**config.mk**
```make
export PLATFORM = sky130hd
export DESIGN_NAME = gate_out_arbiter
export DESIGN_NICKNAME = d
export VERILOG_FILES = /design/src/rtl/gate_arb_pkg.sv /design/src/rtl/sense_filter.sv /design/src/rtl/brake_fsm.sv /design/src/rtl/hs_rearm.sv /design/src/rtl/gate_out_arbiter.sv
export SDC_FILE = /design/constraint.sdc
export NUM_CORES = 1
export LEC_CHECK = 0
export CAP_MARGIN = 15
export CORE_AREA = 2 2 46 53
export DETAILED_ROUTE_END_ITERATION = 6
export DIE_AREA = 0 0 48 55
export PLACE_DENSITY = 0.73
export SLEW_MARGIN = 0
export SYNTH_ARGS = -nofsm -noshare
export SYNTH_HDL_FRONTEND = slang
export SYNTH_SLANG_ARGS = --single-unit
```
**constraint.sdc**
```tcl
create_clock -name clk -period 1.23 [get_ports clk]
set_input_delay 0.123 -clock clk [delete_from_list [all_inputs] [get_ports clk]]
set_output_delay 0.123 -clock clk [all_outputs]
set_load 0.01 [all_outputs]
```
**src/rtl/gate_arb_pkg.sv**
```systemverilog
package gate_arb_pkg;
  localparam int unsigned PHASES = 3;

  typedef struct packed {
    logic [PHASES-1:0] hs;
    logic [PHASES-1:0] ls;
    logic              brk;
  } gate_set_t;

  // Priority resolution: shutdown, then zero vector, then per-phase requests
  function automatic gate_set_t resolve_gates(input logic sd, input logic brk,
                                              input logic [PHASES-1:0] hs_ok,
                                              input logic [PHASES-1:0] ls_rq);
    gate_set_t g;
    if (sd) begin
      g.hs = '0; g.ls = '0; g.brk = 1'b0;
    end else if (brk) begin
      g.hs = '0; g.ls = '1; g.brk = 1'b1;
    end else begin
      g.hs = hs_ok; g.ls = ls_rq; g.brk = 1'b0;
    end
    return g;
  endfunction

  // Width of a counter that must hold values 0..lim-1
  function automatic int unsigned cnt_width(input int unsigned lim);
    return (lim > 1) ? $clog2(lim) : 1;
  endfunction
endpackage

```
**src/rtl/sense_filter.sv**
```systemverilog
module sense_filter #(
  parameter int unsigned LEN = 16
) (
  input  logic clk,
  input  logic rst_n,
  input  logic raw,
  output logic filt
);
  import gate_arb_pkg::*;
  localparam int unsigned CW = cnt_width(LEN);

  logic [CW-1:0] run_q;
  logic          differ_w;
  logic          settle_w;

  assign differ_w = raw ^ filt;
  assign settle_w = differ_w && (run_q == CW'(LEN - 1));

  always_ff @(posedge clk or negedge rst_n) begin
    if (!rst_n) begin
      filt  <= 1'b0;
      run_q <= '0;
    end else if (!differ_w) begin
      run_q <= '0;
    end else if (settle_w) begin
      filt  <= raw;
      run_q <= '0;
    end else begin
      run_q <= run_q + 1'b1;
    end
  end


  filt_only_after_run_chk: assert property (@(posedge clk) disable iff (!rst_n)
    (filt != $past(filt)) |-> $past(settle_w));


  filt_follows_raw_chk: assert property (@(posedge clk) disable iff (!rst_n)
    (filt != $past(filt)) |-> (filt == $past(raw)));
endmodule

```
**src/rtl/brake_fsm.sv**
```systemverilog
module brake_fsm #(
  parameter int unsigned ENTRY_DLY = 4,
  parameter int unsigned EXIT_DLY  = 4
) (
  input  logic clk,
  input  logic rst_n,
  input  logic over_f,
  input  logic under_f,
  output logic brake_q
);
  import gate_arb_pkg::*;
  localparam int unsigned MAXD = (ENTRY_DLY > EXIT_DLY) ? ENTRY_DLY : EXIT_DLY;
  localparam int unsigned CW   = cnt_width(MAXD);

  logic [CW-1:0] dly_q;
  logic          cond_w;
  logic          done_w;

  assign cond_w = brake_q ? under_f : over_f;
  assign done_w = cond_w && (dly_q == (brake_q ? CW'(EXIT_DLY - 1) : CW'(ENTRY_DLY - 1)));

  always_ff @(posedge clk or negedge rst_n) begin
    if (!rst_n) begin
      brake_q <= 1'b0;
      dly_q   <= '0;
    end else if (!cond_w) begin
      dly_q <= '0;
    end else if (done_w) begin
      brake_q <= ~brake_q;
      dly_q   <= '0;
    end else begin
      dly_q <= dly_q + 1'b1;
    end
  end


  entry_needs_over_chk: assert property (@(posedge clk) disable iff (!rst_n)
    $rose(brake_q) |-> $past(over_f));


  exit_needs_under_chk: assert property (@(posedge clk) disable iff (!rst_n)
    $fell(brake_q) |-> $past(under_f));
endmodule

```
**src/rtl/hs_rearm.sv**
```systemverilog
module hs_rearm (
  input  logic clk,
  input  logic rst_n,
  input  logic req,
  input  logic uv,
  output logic en
);
  logic armed_q;
  logic req_d_q;
  logic rise_w;

  assign rise_w = req && !req_d_q;
  assign en     = req && !uv && (armed_q || rise_w);

  always_ff @(posedge clk or negedge rst_n) begin
    if (!rst_n) begin
      armed_q <= 1'b0;
      req_d_q <= 1'b0;
    end else begin
      armed_q <= !uv && (armed_q || rise_w);
      req_d_q <= req;
    end
  end


  rearm_on_edge_chk: assert property (@(posedge clk) disable iff (!rst_n)
    $rose(en) |-> rise_w);


  held_req_blocked_chk: assert property (@(posedge clk) disable iff (!rst_n)
    ($past(uv) && $past(req) && req) |-> !en);
endmodule

```
**src/rtl/gate_out_arbiter.sv**
```systemverilog
module gate_out_arbiter #(
  parameter int unsigned FILT_LEN  = 16,
  parameter int unsigned ENTRY_DLY = 4,
  parameter int unsigned EXIT_DLY  = 4
) (
  input  logic       clk,
  input  logic       rst_n,
  input  logic [2:0] hs_req,
  input  logic [2:0] ls_req,
  input  logic       bus_over,
  input  logic       bus_under,
  input  logic       shutdown,
  input  logic [2:0] hs_uv,
  output logic [2:0] hs_gate,
  output logic [2:0] ls_gate,
  output logic       brake_active
);
  import gate_arb_pkg::*;

  logic              over_f;
  logic              under_f;
  logic              brake_q;
  logic [PHASES-1:0] hs_ok;
  gate_set_t         gates_w;

  sense_filter #(.LEN(FILT_LEN)) over_filt_i (
    .clk(clk), .rst_n(rst_n), .raw(bus_over), .filt(over_f));

  sense_filter #(.LEN(FILT_LEN)) under_filt_i (
    .clk(clk), .rst_n(rst_n), .raw(bus_under), .filt(under_f));

  brake_fsm #(.ENTRY_DLY(ENTRY_DLY), .EXIT_DLY(EXIT_DLY)) brake_i (
    .clk(clk), .rst_n(rst_n), .over_f(over_f), .under_f(under_f), .brake_q(brake_q));

  for (genvar p = 0; p < PHASES; p++) begin : g_phase
    hs_rearm rearm_i (
      .clk(clk), .rst_n(rst_n), .req(hs_req[p]), .uv(hs_uv[p]), .en(hs_ok[p]));
  end

  assign gates_w      = resolve_gates(shutdown, brake_q, hs_ok, ls_req);
  assign hs_gate      = gates_w.hs;
  assign ls_gate      = gates_w.ls;
  assign brake_active = gates_w.brk;


  shutdown_all_off_chk: assert property (@(posedge clk) disable iff (!rst_n)
    shutdown |-> (hs_gate == 3'b000 && ls_gate == 3'b000 && !brake_active));


  zero_vector_chk: assert property (@(posedge clk) disable iff (!rst_n)
    brake_active |-> (hs_gate == 3'b000 && ls_gate == 3'b111));


  ls_unaffected_chk: assert property (@(posedge clk) disable iff (!rst_n)
    (!shutdown && !brake_active) |-> (ls_gate == ls_req));


  uv_blocks_hs_chk: assert property (@(posedge clk) disable iff (!rst_n)
    ((hs_gate & hs_uv) == 3'b000));
endmodule

```
==> Word level (Yosys, flattened, before mapping) <==
Cells that the tools add are included.
{ "op_classes": {"n_addsub": 3, "n_eq_ne": 3, "mux": 9, "bitwise": 3, "n_reduce_logical": 27} }
{ "ops": {"columns": ["operator", "n"], "rows": [
  ["two-way mux 4 bit", 4],
  ["logical AND 1 bit", 15],
  ["two-way mux 7 bit", 2],
  ["adder 4 x 1 -> 4 bit (second input constant)", 2],
  ["== test 4 bit (second input constant)", 2],
  ["zero test 1 bit", 6],
  ["AND reduction 2 bit", 3],
  ["two-way mux 2 bit", 2],
  ["logical OR 1 bit", 3],
  ["adder 2 x 1 -> 2 bit (second input constant)", 1],
  ["== test 2 bit (second input constant)", 1],
  ["bitwise XOR 1 bit", 2],
  ["two-way mux 1 bit", 1],
  ["inverter 1 bit", 1]
]} }
{ "totals": {"register_bits": 19} }

==> Longest topological paths before layout <==
{ "depth": {"ltp_word": 6, "depth_mapped": 4} }

==> By module <==
From an unflattened synthesis, not the netlist that was laid out.
{ "unflattened": {"hier_cells": 69, "hier_area_um2": 879.6} }
{ "by_module_without_submodules": {"columns": ["module", "instances", "cells_each", "area_per_inst_um2"], "rows": [
  ["sense_filter", 2, 16, 220.2],
  ["hs_rearm", 3, 7, 85.1],
  ["brake_fsm", 1, 9, 125.1],
  ["gate_out_arbiter", 1, 7, 58.8]
]} }

==> Least setup slack after synthesis <==
No wires, ideal clock.
{ "synth_path": {"path_kind": "register to register", "start": "register over_filt_i.run_q[0]", "end": "register over_filt_i.filt", "setup_time_ns": 0.125, "arrival_time_ns": 1.034, "t_required_ns": 1.105, "setup_slack_ns": 0.071, "path_stages_with_launch": 4, "period_less_slack_ns": 1.159, "cell_sequence": "dfrtp_1 -> ha_1 -> nand3_1 -> mux2_2"} }
{ "synth_between": {"elab_chain_len": 3} }
{ "synth_lines": {"columns": ["element", "line", "source"], "rows": [
  ["start: declaration", "sense_filter.sv:12", "logic [CW-1:0] run_q;"],
  ["start signal: assignment", "sense_filter.sv:29", "run_q <= run_q + 1'b1;"],
  ["== test 4 bit", "sense_filter.sv:17", "assign settle_w = differ_w && (run_q == CW'(LEN - 1));"],
  ["logical AND 1 bit", "sense_filter.sv:17", null],
  ["AND reduction 2 bit (no source line)", null, null],
  ["end signal: assignment", "sense_filter.sv:26", "filt <= raw;"],
  ["end: declaration", "sense_filter.sv:7", "output logic filt"]
]} }
No other way between the ends.
A chain may end at the register's enable or synchronous reset.

==> Worst setup path in the final report <==
{ "layout_path": {"start": "register g_phase[1].rearm_i.req_d_q", "end": "output port hs_gate[1]"} }
{ "layout_between": {"elab_chain_len": 6} }
{ "layout_lines": {"columns": ["element", "line", "source"], "rows": [
  ["start: declaration", "hs_rearm.sv:9", "logic req_d_q;"],
  ["start signal: assignment", "hs_rearm.sv:21", "req_d_q <= req;"],
  ["zero test 1 bit", "hs_rearm.sv:12", "assign rise_w = req && !req_d_q;"],
  ["logical AND 1 bit", "hs_rearm.sv:12", null],
  ["logical OR 1 bit", "hs_rearm.sv:13", "assign en = req && !uv && (armed_q || rise_w);"],
  ["logical AND 1 bit", "hs_rearm.sv:13", null],
  ["two-way mux 7 bit", "gate_arb_pkg.sv:17", "end else if (brk) begin"],
  ["two-way mux 7 bit", "gate_arb_pkg.sv:15", "if (sd) begin"],
  ["end: declaration", "gate_out_arbiter.sv:14", "output logic [2:0] hs_gate,"]
]} }
No other way between the ends.

==> impl_metrics.tcl <==
set metrics [dict create \
    core-area_sq_um 2140 \
    start_util 0.380 \
    syn_inst 72 \
    irDropWorstVdd_mv 0.579 \
    met3_length_microns 140 \
    layout.cells.non_filler 148 \
    fin_ws_ns -0.0918 \
    hold_path_class "primary input to asynchronous set/reset pin" \
    reg2reg_depth 7 \
    die_area_sq_um 2640 \
    num_antenna_cells 0 \
    max_freq_mhz 757 \
    die_w_microns 48 \
    yosysWarnings 0 \
    wl_met2_microns 874 \
    ant_nets 0 \
    start_kind "flop" \
    clk_latency_ns 0.29 \
    viasPerCell 4.76 \
    dr.pass1.iters 4 \
    reg2reg_to "g_phase[2].rearm_i.armed_q" \
    final_util 0.595 \
    rr_startpoint "g_phase[2].rearm_i.req_d_q" \
    grt_first_pass_wirelength_microns 2520 \
    ys_types 20 \
    synthTopCellsByArea "dfrtp_1 59%, a21oi_1 4.9%, ha_1 4.6%, xnor2_1 4.3%, nor2_1 4.2%" \
    cts_tree "built" \
    ctsLongestPathBuffers 2 \
    drt_iter0_markers 9 \
    ff2ff_setup_slack_ns 0.03 \
    worst_slew_margin_rel 0.745 \
    violations "negative setup slack" \
    fill_cells 178 \
    p_per_area_nw_per_um2 1270 \
    critPathArrivalTime_ns 1.20 \
    dpl-instance-area_sq_um 1130 \
    synth_nets 89 \
    num_rows 18 \
    syn_area_per_cell_sq_um 11.3 \
    p_leak_nw 0.607 \
    top_layer_used "met4" \
    whs_ns 0.160 \
    track_usage 0.138 \
    fin_worst_skew_ns 0.00376 \
    place.port_buffers 20 \
    crit_fanout 2 \
    pre_cts_ws_ns -0.453 \
    grt_pass1_vias 629 \
    cts_root_buf "clkbuf_4" \
    ys_ff_latch 19 \
    gp_congestion 0.629 \
    dp.final_hpwl_microns 1220 \
    run_status "finished, violations left" \
    io_pins 21 \
    cts_max_level 1 \
    ys.flop_type "dfrtp_1" \
    ys_async_sr_fraction 1.00 \
    rsz0062_at_grt "true" \
    overflow 0 \
    cts_buffers 3 \
    drc 0 \
    tightest_slew_ns 0.380 \
    worstPathRequired_ns 1.11 \
    fin_nets 136 \
    synth_top_area_cell "dfrtp_1" \
    synth.top_cell.area_share 0.586 \
    seq_area_frac_synth 0.586 \
    period_share 1.07 \
    yosys-top-cells-count "19 x dfrtp_1, 9 x nor2_1, 8 x a21oi_1" \
    cts.sinks 19 \
    grt_max_degree 20 \
    synth.most_common_cell "dfrtp_1" \
    final_cell_area_sq_um 1270 \
    netlist_area_sq_um 812 \
    drive_above_1_share 0.390 \
    vias 704 \
    setup_violations 3 \
    antenna_found_initial 0 \
    min_period_ns 1.32 \
    die_y_microns 55 \
    final.setup.tns_ns -0.260 \
    finalHoldViolations 0 \
    clk_pin_slew_ns 0.10 \
    finalWirelength_microns 1730 \
    wl_per_cell_microns 11.7 \
    area_delta_synth_final_pct 56.9 \
    synth_edf_count 0 \
    max-cap-violations 0 \
    criticalPathCategory "flop to output pin" \
    finalPower_mw 1.62 \
    drv_slew 0 \
    dp.cells 133 \
    worstSetupEndpointType "output pin" \
    wl_met1_microns 670 \
]
## cell families (layout without fill, tap and decap cells)
kind of cell | Yosys count | count (layout) | share of synthesized area
simple gates | 25 | 25 | 0.168
flops | 19 | 19 | 0.586
compound gates | 12 | 12 | 0.0878
buf+inv | 6 | 52 | 0.0293
xor+xnor | 4 | 4 | 0.0431
fa+ha+maj | 3 | 3 | 0.0462
mux | 3 | 3 | 0.0401
## worst max path at each step
stage | end | from | cells after the start
floorplan | over_filt_i.filt | over_filt_i.run_q[0] | 3
global placement | hs_gate[0] | hs_req[0] | 5
detailed placement | hs_gate[0] | hs_req[0] | 5
CTS | hs_gate[0] | g_phase[0].rearm_i.req_d_q | 4
global route | hs_gate[0] | g_phase[0].rearm_i.req_d_q | 4
finish | hs_gate[1] | g_phase[1].rearm_i.req_d_q | 4
## worst max-delay path: stages (launching register included)
cell and delay (ns):
dfrtp_1 0.37, nand2b_4 0.13, a21oi_2 0.13, and3_1 0.15, buf_2 0.12
## layer usage
| layer | track usage | vias up |
|---|---|---|
| met1 | 0.135 | 339 |
| met3 | 0.0292 | 5 |
| li1 | - | 337 |
| met5 | 0 | - |
| met4 | 0.0811 | 0 |
| met2 | 0.258 | 23 |
## placed cells by master (no fill, tap or decap)
| cell type | synthesis | layout |
|---|---|---|
| buf_6 | 0 | 1 |
| o21ai_0 | 2 | 2 |
| inv_2 | 0 | 1 |
| nor2_4 | 0 | 2 |
| ha_1 | 3 | 3 |
| clkbuf_1 | 0 | 1 |
| clkdlybuf4s50_1 | 0 | 13 |
| buf_4 | 0 | 22 |
| mux2_1 | 1 | 1 |
| nand4b_1 | 2 | 2 |
| clkbuf_4 | 0 | 3 |
| nor2_1 | 9 | 5 |
| nand3_1 | 2 | 2 |
| buf_2 | 1 | 7 |
| a21oi_1 | 8 | 5 |
| nor2b_1 | 4 | 4 |
| nor2_2 | 0 | 2 |
| mux2i_1 | 1 | 1 |
| and3_1 | 3 | 3 |
| mux2_2 | 1 | 1 |
| nor3b_1 | 1 | 1 |
| dfrtp_1 | 19 | 19 |
| nand2b_4 | 0 | 3 |
| a21oi_2 | 0 | 2 |
| a31oi_1 | 1 | 1 |
| a21oi_4 | 0 | 1 |
| inv_1 | 5 | 4 |
| a311oi_2 | 1 | 1 |
| xnor2_1 | 4 | 4 |
| nor3_1 | 1 | 1 |
## layout make-up
cell class	instances	area [sq um]	area share
inverters	5	18.8	0.0147
flip-flops and latches	19	475	0.373
multi-input cells	47	374	0.294
repair buffers	43	342	0.268
well taps	30	37.5	0.0295
clock buffers	4	26.3	0.0206
## sequential cells by signal, summed over array words and instances (netlist names)
register,count
over_filt_i.filt,1
under_filt_i.filt,1
g_phase.rearm_i.armed_q,3
brake_i.dly_q,2
g_phase.rearm_i.req_d_q,3
brake_i.brake_q,1
over_filt_i.run_q,4
under_filt_i.run_q,4
## power breakdown
part	switching (mW)	total, mW	leakage [nW]	internal (mW)
Combinational	0.237	0.541	0.350	0.304
Sequential	0.0635	0.779	0.241	0.715
Clock	0.177	0.303	0.0150	0.126
## what timing repair did
item	in CTS	in global routing
pin swaps	6	5
resized for setup	36	7
hold buffers	0	0
buffers inserted	10	1
endpoints found under the setup margin	7	9
Power figures use the tool's default switching activity.
